$ cat src/rtl/alu_flag_pkg.sv
package alu_flag_pkg;
  typedef enum logic [2:0] {
    OP_ADD   = 3'd0,
    OP_SUB   = 3'd1,
    OP_INC   = 3'd2,
    OP_DEC   = 3'd3,
    OP_LOGIC = 3'd4
  } op_class_e;

  localparam int SR_W  = 8;
  localparam int BIT_C = 0;
  localparam int BIT_Z = 1;
  localparam int BIT_N = 2;
  localparam int BIT_V = 3;
  localparam int BIT_S = 4;
  localparam int BIT_H = 5;
endpackage

$ cat src/rtl/alu_flag_ovf.sv
module alu_flag_ovf
  import alu_flag_pkg::*;
#(
  parameter int DATA_W = 8
) (
  input  logic [2:0]        op,
  input  logic [DATA_W-1:0] a,
  input  logic [DATA_W-1:0] b,
  input  logic [DATA_W-1:0] r,
  output logic              v
);
  localparam int MSB = DATA_W - 1;
  localparam logic [DATA_W-1:0] MAX_POS = {1'b0, {(DATA_W-1){1'b1}}};
  localparam logic [DATA_W-1:0] MIN_NEG = {1'b1, {(DATA_W-1){1'b0}}};

  always_comb begin
    case (op)
      OP_ADD:  v = (a[MSB] & b[MSB] & ~r[MSB]) | (~a[MSB] & ~b[MSB] & r[MSB]);
      OP_SUB:  v = (a[MSB] & ~b[MSB] & ~r[MSB]) | (~a[MSB] & b[MSB] & r[MSB]);
      OP_INC:  v = (a == MAX_POS);
      OP_DEC:  v = (a == MIN_NEG);
      default: v = 1'b0;
    endcase
  end
endmodule

$ cat src/rtl/alu_flag_core.sv
module alu_flag_core
  import alu_flag_pkg::*;
#(
  parameter int DATA_W = 8
) (
  input  logic [2:0]        op,
  input  logic [DATA_W-1:0] a,
  input  logic [DATA_W-1:0] b,
  input  logic [DATA_W-1:0] r,
  input  logic              carry,
  input  logic              half,
  input  logic [SR_W-1:0]   sreg_in,
  output logic [SR_W-1:0]   sreg_out
);
  logic v_flag;
  logic n_flag;
  logic z_flag;
  logic takes_carry;
  logic known_op;

  alu_flag_ovf #(.DATA_W(DATA_W)) u_ovf (
    .op (op),
    .a  (a),
    .b  (b),
    .r  (r),
    .v  (v_flag)
  );

  assign n_flag      = r[DATA_W-1];
  assign z_flag      = (r == '0);
  assign takes_carry = (op == OP_ADD) || (op == OP_SUB);
  assign known_op    = (op <= OP_LOGIC);

  always_comb begin
    sreg_out = sreg_in;
    if (known_op) begin
      sreg_out[BIT_Z] = z_flag;
      sreg_out[BIT_N] = n_flag;
      sreg_out[BIT_V] = v_flag;
      sreg_out[BIT_S] = n_flag ^ v_flag;
      if (takes_carry) begin
        sreg_out[BIT_C] = carry;
        sreg_out[BIT_H] = half;
      end
    end
  end
endmodule

$ cat src/rtl/alu_status_flags.sv
module alu_status_flags
  import alu_flag_pkg::*;
#(
  parameter int DATA_W = 8
) (
  input  logic              clk,
  input  logic              rst_n,
  input  logic              in_valid,
  output logic              in_ready,
  input  logic [2:0]        in_op,
  input  logic [DATA_W-1:0] in_a,
  input  logic [DATA_W-1:0] in_b,
  input  logic [DATA_W-1:0] in_res,
  input  logic              in_carry,
  input  logic              in_half,
  input  logic [7:0]        in_sreg,
  output logic              out_valid,
  input  logic              out_ready,
  output logic [7:0]        out_sreg
);
  logic [SR_W-1:0] next_sreg;
  logic            accept;

  alu_flag_core #(.DATA_W(DATA_W)) u_core (
    .op       (in_op),
    .a        (in_a),
    .b        (in_b),
    .r        (in_res),
    .carry    (in_carry),
    .half     (in_half),
    .sreg_in  (in_sreg),
    .sreg_out (next_sreg)
  );

  assign in_ready = !out_valid || out_ready;
  assign accept   = in_valid && in_ready;

  always_ff @(posedge clk or negedge rst_n) begin
    if (!rst_n) begin
      out_valid <= 1'b0;
      out_sreg  <= '0;
    end else begin
      if (accept) begin
        out_valid <= 1'b1;
        out_sreg  <= next_sreg;
      end else if (out_ready) begin
        out_valid <= 1'b0;
      end
    end
  end
endmodule

$ cat config.mk
export PLATFORM = sky130hd
export DESIGN_NAME = alu_status_flags
export DESIGN_NICKNAME = d
export VERILOG_FILES = /design/src/rtl/alu_flag_pkg.sv /design/src/rtl/alu_flag_ovf.sv /design/src/rtl/alu_flag_core.sv /design/src/rtl/alu_status_flags.sv
export SDC_FILE = /design/constraint.sdc
export NUM_CORES = 1
export LEC_CHECK = 0
export CORE_UTILIZATION = 30
export CTS_CLUSTER_SIZE = 20
export DETAILED_ROUTE_END_ITERATION = 10
export DONT_BUFFER_PORTS = 1
export GPL_ROUTABILITY_DRIVEN = 0
export PLACE_DENSITY = 0.54
export SKIP_LAST_GASP = 1
export SLEW_MARGIN = 25
export SYNTH_ARGS = -nofsm -noshare
export SYNTH_HDL_FRONTEND = slang
export SYNTH_SLANG_ARGS = --single-unit
$ cat constraint.sdc
create_clock -name clk -period 1.65 [get_ports clk]
set_input_delay 0.33 -clock clk [delete_from_list [all_inputs] [get_ports clk]]
set_output_delay 0.33 -clock clk [all_outputs]
set_load 0.02 [all_outputs]
### After elaboration in Yosys (flattened, before gate mapping)

Index checks and enable logic that the tools add are counted.

| storage, ports and cells | value |
|---|---|
| bits in registers | 9 |
| bits in latches | 0 |
| RAM bits | 0 |
| bits in read-only memories | 0 |
| input port bits | 41 |
| output and inout port bits | 10 |
| word-level logic and storage cells | 35 |
| memories kept | 0 |

| cells by class | value |
|---|---|
| $add $sub $neg | 0 |
| multiply operators | 0 |
| div/mod/pow operators | 0 |
| order comparisons | 1 |
| equality and inequality tests | 5 |
| shift operators | 0 |
| multiplexer cells | 6 |
| bitwise logic cells | 14 |
| reductions and logical operators | 7 |

Operator list:

| cell | count |
|---|---|
| 1-bit AND | 8 |
| 8-bit by 7-bit == test with 1-bit output, second input constant | 1 |
| 8-bit == test, second input constant | 1 |
| 8-bit zero test | 1 |
| 3-bit by 2-bit == test with 1-bit output, second input constant | 2 |
| 6-bit 2-to-1 mux | 1 |
| 1-bit 2-to-1 mux | 4 |
| 1-bit case mux with 4 select lines | 1 |
| 3-bit by 1-bit == test with 1-bit output, second input constant | 1 |
| 3-bit <= comparator, second input constant | 1 |
| 3-bit zero test | 1 |
| 1-bit NOT | 3 |
| 1-bit logical OR | 2 |
| 1-bit OR | 2 |
| 2-bit nonzero test | 1 |
| 1-bit logical AND | 1 |
| 1-bit zero test | 1 |
| 1-bit bitwise XOR | 1 |

### Logic depth before layout (Yosys ltp)

| logic depth | value |
|---|---|
| depth after elaboration | 7 |
| gate-level depth with buffers | 6 |
| gate-level depth less buffers | 5 |

### Cells and area by module

Synthesis repeated with hierarchy kept, for this count alone.

| unflattened totals | value |
|---|---|
| cell total of the unflattened synthesis | 47 |
| area total of the unflattened synthesis | 616.8 um2 |

By module, submodules not included:

| module | instances | cells each | area an instance (um2) | sequential area each (um2) |
|---|---|---|---|---|
| alu_status_flags | 1 | 20 | 385.4 | 225.2 |
| alu_flag_core | 1 | 14 | 130.1 | 0.0 |
| alu_flag_ovf | 1 | 13 | 101.3 | 0.0 |

### Worst setup path before layout

No wires, ideal clock.

| path | value |
|---|---|
| kind | input to register |
| start | input port in_op[1] |
| end | register out_sreg[4] |
| setup time | 0.120 ns |
| arrival | 1.262 ns |
| data required time | 1.530 ns |
| path slack | 0.268 ns |
| stages | 5 |
| path buffers | 0 |
| cell sequence | or2_4 mux2_4 a211oi_2 o31a_1 a21oi_1 |

| between the ends | value |
|---|---|
| cells in the longest elaborated chain, start to end | 4 |
| elaborated cells on any way between the ends | 8 |
| those cells by class | 1 x order compare; 3 x eq/ne; 2 x mux; 1 x bitwise; 1 x reduce/logical |

Ends and longest elaborated chain:

| what | RTL line | source |
|---|---|---|
| from (decl) | alu_status_flags.sv:10 | `input logic [2:0] in_op,` |
| 3-bit by 2-bit == test with 1-bit output (tied with other cells) | alu_flag_ovf.sv:17 | `case (op)` |
| 1-bit case mux with 4 select lines | alu_flag_ovf.sv:17 |  |
| 1-bit bitwise XOR | alu_flag_core.sv:40 | `sreg_out[BIT_S] = n_flag ^ v_flag;` |
| 6-bit 2-to-1 mux * | alu_flag_core.sv:36 | `if (known_op) begin` |
| to (signal assigned) | alu_status_flags.sv:45 | `out_sreg <= next_sreg;` |
| to (decl) | alu_status_flags.sv:19 | `output logic [7:0] out_sreg` |

Mark *: on every way between the ends. The rest lies on a longest branch, timed or not.
A chain may end at the register's enable or synchronous reset.

### Final worst setup path

| path | value |
|---|---|
| start | register out_valid |
| end | output port in_ready |

| between the ends | value |
|---|---|
| cells in the longest elaborated chain, start to end | 2 |

Ends and longest elaborated chain:

| what | RTL line | source |
|---|---|---|
| from (decl) | alu_status_flags.sv:17 | `output logic out_valid,` |
| from (signal assigned) | alu_status_flags.sv:40 | `out_valid <= 1'b0;` |
| from (signal assigned) | alu_status_flags.sv:44 | `out_valid <= 1'b1;` |
| from (signal assigned) | alu_status_flags.sv:47 | `out_valid <= 1'b0;` |
| 1-bit zero test | alu_status_flags.sv:35 | `assign in_ready = !out_valid \|\| out_ready;` |
| 1-bit logical OR | alu_status_flags.sv:35 |  |
| to (decl) | alu_status_flags.sv:9 | `output logic in_ready,` |

Every way passes these cells.

==> results.sh <==
export IMPL_status="completed"
export IMPL_clk_root_buffer_cell="sky130_fd_sc_hd__clkbuf_4"
export IMPL_crit_path_max_incr_delay_ps=460
export IMPL_finalHoldViolCount=0
export IMPL_period_needed_ps=1340
export IMPL_async_reset_ff_share_pct=100
export IMPL_fp_dieArea_sq_um=2050
export IMPL_number_of_different_library_cells_in_the_post_synthesis_netlist=25
export IMPL_yosys_top_cells_count="sky130_fd_sc_hd__nand2_1 (15), sky130_fd_sc_hd__dfrtp_1 (9), sky130_fd_sc_hd__o21ai_0 (7), sky130_fd_sc_hd__nor4_1 (5)"
export IMPL_r2r_worst_path_cells=4
export IMPL_critPathArrivalTime_ps=1010
export IMPL_max_cap_violations=0
export IMPL_cts_htree_levels=1
export IMPL_route_detailed_vias_per_inst=5.30
export IMPL_timing_final_crit_share_pct=81.2
export IMPL_syn_to_final_growth_pct=13.6
export IMPL_worst_ir_drop_vdd_uv=248
export IMPL_launch_point_of_the_worst_path="out_valid$_DFFE_PN0P_"
export IMPL_total_leakage_power_uw=0.000263
export IMPL_grt_usage_pct=12.3
export IMPL_hpwl_um=1050
export IMPL_routed_wire_length_per_instance_um=13.9
export IMPL_synth_fa_ha_area_share_pct=0
export IMPL_holdBufCountCts=1
export IMPL_via_count=498
export IMPL_path_clk_slew_ps=60
export IMPL_critPathTopFamily="flip-flops"
export IMPL_port_buf_inserts=0
export IMPL_design_final_nets=111
export IMPL_critPathRequiredTime_ps=1320
export IMPL_synthCells=64
export IMPL_totalNegativeSetupSlack_ps=0
export IMPL_drt_first_iter_violations=3
export IMPL_timing_critical_path_to_type="primary output"
export IMPL_max_clock_freq_ghz=0.746
export IMPL_synth_compound_area_share_pct=18.0
export IMPL_cts_path_max_buffers=2
export IMPL_die_h_um=45.3
export IMPL_clk_insertion_delay_late_ps=260
export IMPL_first_global_vias=431
export IMPL_cp_num_buf_inv=1
export IMPL_power_density_relative_to_cell_area_nw_per_um2=872
export IMPL_synth_most_common_cell="sky130_fd_sc_hd__nand2_1"
export IMPL_sequential_cell_area_sq_um=225
export IMPL_cts_resized=0
export IMPL_grt_first_pass_wirelength_um=1810
export IMPL_synth_area_leader_cell="sky130_fd_sc_hd__dfrtp_1"
export IMPL_drc_errors=0
export IMPL_synth_xor_area_share_pct=1.56
export IMPL_chipWidth_um=45.3
export IMPL_fin_area_sq_um=639
export IMPL_max_slew_margin_pct=72.6
export IMPL_timing_hold_worst_class="in2reg"
export IMPL_share_of_synthesized_area_spent_on_multiplexers_pct=8.00
export IMPL_mappedNetlistArea_sq_um=563
export IMPL_core_rowCount=15
export IMPL_synth_area_in_simple_gates_pct=31.1
export IMPL_floorplan_initialDensity_pct=32.3
export IMPL_clkSinkCount=9
export IMPL_timing_critical_path_fanout_max=3
export IMPL_synth_nets=105
export IMPL_proportion_of_layout_cells_with_a_drive_suffix_above_1_pct=14.5
export IMPL_synth_seq_area_share_pct=40.0
export IMPL_grt_remaining_overflow=0
export IMPL_timing_critical_path_cells="nand2b_1 > buf_4"
export IMPL_dpl_cell_area_sq_um=602
export IMPL_r2r_setup_slk_ps=410
export IMPL_final_fill_count=188
export IMPL_floorplan_io_pins=51
export IMPL_antennaDiodeCount=0
export IMPL_timing_rr_end="out_sreg[3]$_DFFE_PN0P_"
export IMPL_synth_top_family_by_area="simple AND/OR/NAND/NOR gates"
export IMPL_finalMaxSlewViolations=0
export IMPL_yosys_register_bits=9
export IMPL_antenna_found_initial=0
export IMPL_worst_pin_slew_ps=409
export IMPL_tritoncts_clock_tree="yes"
export IMPL_crit_type="reg2out"
export IMPL_cp_slowest_cell="sky130_fd_sc_hd__dfrtp_1"
export IMPL_crit_cells=2
export IMPL_launching_point_of_the_worst_reg2reg_path="out_valid$_DFFE_PN0P_"
export IMPL_post_cts_repair_setup_buffers=0
export IMPL_placeableCoreArea_sq_um=1750
export IMPL_unrepaired_setup_endpoints_after_global_routing="no"
export IMPL_worst_setup_path_endpoint="in_ready"
export IMPL_synth_ff_type="sky130_fd_sc_hd__dfrtp_1"
export IMPL_drt_pass1_iterations=4
export IMPL_synth_area_top_cells="sky130_fd_sc_hd__dfrtp_1 (40%), sky130_fd_sc_hd__nand2_1 (10%), sky130_fd_sc_hd__o21ai_0 (6.2%)"
export IMPL_critical_path_startpoint_type="flop"
export IMPL_grt_start_max_net_pins=11
export IMPL_netlist_area_leader_share_pct=40.0
export IMPL_fin_worst_skew_ps=7.19
export IMPL_detail_route_wirelength_um=1310
export IMPL_synth_avg_cell_area_sq_um=8.80
export IMPL_cts_buffers=3
export IMPL_finalSetupViolations=0
export IMPL_synth_yosys_warnings=0
export IMPL_combined_area_of_the_multi_input_logic_cells_sq_um=330
export IMPL_antenna_violating_nets_post_route=0
export IMPL_synth_edf_count=0
==> worst min path at each step <==
stage,from,endpoint,slack (ps),depth (start not counted)
after detailed placement,rst_n,out_sreg[2]$_DFFE_PN0P_,30,0
after global placement,rst_n,out_sreg[1]$_DFFE_PN0P_,30,0
final,in_sreg[6],out_sreg[6]$_DFFE_PN0P_,180,2
after floorplan,rst_n,out_sreg[0]$_DFFE_PN0P_,30,0
after CTS,in_sreg[6],out_sreg[6]$_DFFE_PN0P_,170,2
after global routing,in_sreg[6],out_sreg[6]$_DFFE_PN0P_,170,2
==> flip-flops by register name, indices dropped and copies added, names as in the netlist <==
register	cells
out_valid	1
out_sreg	8
==> per-layer routing <==
| layer | vias to the layer above | GRT usage [%] | wire [um] |
|---|---|---|---|
| met1 | 224 | 15.9 | 590 |
| met2 | 28 | 18.6 | 612 |
| met3 | 0 | 4.00 | 103 |
| li1 | 246 | - | - |
| met5 | - | 0 | 0 |
| met4 | 0 | 5.45 | 0 |
==> final cells by class <==
cell class | instances | share of cell area [%]
Clock inverter | 1 | 0.783
Timing Repair Buffer | 3 | 3.91
Tap cell | 25 | 4.89
Multi-Input combinational cell | 53 | 51.7
Clock buffer | 3 | 3.52
Sequential cell | 9 | 35.2
==> kinds of logic after synthesis <==
kind of cell    count (synthesis)
simple gates                   33
compound gates                 15
flops                           9
mux                             4
buf+inv                         2
xor+xnor                        1
==> cells in the final DEF (no fill, tap or decap) <==
cell                            synthesis  routed
sky130_fd_sc_hd__nand2_1               15      15
sky130_fd_sc_hd__dfrtp_1                9       9
sky130_fd_sc_hd__o21ai_0                7       7
sky130_fd_sc_hd__nor4_1                 5       5
sky130_fd_sc_hd__nand2b_1               3       3
sky130_fd_sc_hd__mux2i_1                3       3
sky130_fd_sc_hd__clkbuf_4               0       3
sky130_fd_sc_hd__nor2_1                 2       2
sky130_fd_sc_hd__a21oi_1                2       2
sky130_fd_sc_hd__buf_4                  0       2
sky130_fd_sc_hd__or2_4                  1       1
sky130_fd_sc_hd__and3_2                 1       1
sky130_fd_sc_hd__a31oi_1                1       1
sky130_fd_sc_hd__and2_1                 1       1
sky130_fd_sc_hd__nand4b_1               1       1
sky130_fd_sc_hd__nor3b_1                1       1
sky130_fd_sc_hd__and4b_1                1       1
sky130_fd_sc_hd__mux2_4                 1       1
sky130_fd_sc_hd__xnor2_1                1       1
sky130_fd_sc_hd__a211oi_2               1       1
sky130_fd_sc_hd__o31a_1                 1       1
sky130_fd_sc_hd__nor3_1                 1       1
sky130_fd_sc_hd__o311a_1                1       1
sky130_fd_sc_hd__nand3b_1               1       1
sky130_fd_sc_hd__a32o_1                 1       1
sky130_fd_sc_hd__o22a_1                 1       1
sky130_fd_sc_hd__clkinv_2               0       1
sky130_fd_sc_hd__dlygate4sd3_1          0       1
==> per-stage QoR <==
stage	cells	setup slack [ps]	hold WS, ps	total power [uW]	utilization [%]
6_report	94	310	181	558	36.6
5_1_grt	94	242	167	599	36.6
4_1_cts	94	297	175	570	36.6
3_5_place_dp	89	226	34.6	393	34.5
3_3_place_gp	89	240	34.6	389	34.5
2_1_floorplan	64	268	34.4	374	-
==> worst register-to-register path, stage by stage (launching register included) <==
cell and delay [ps]:
sky130_fd_sc_hd__dfrtp_1 460, sky130_fd_sc_hd__nand2b_1 140, sky130_fd_sc_hd__and2_1 240, sky130_fd_sc_hd__o21ai_0 130, sky130_fd_sc_hd__o22a_1 170
==> power breakdown <==
group,switching (uW),internal [uW]
Sequential,56.2,249
Combinational,43.2,43.9
Clock,75.9,89.2
Power figures use the tool's default switching activity.
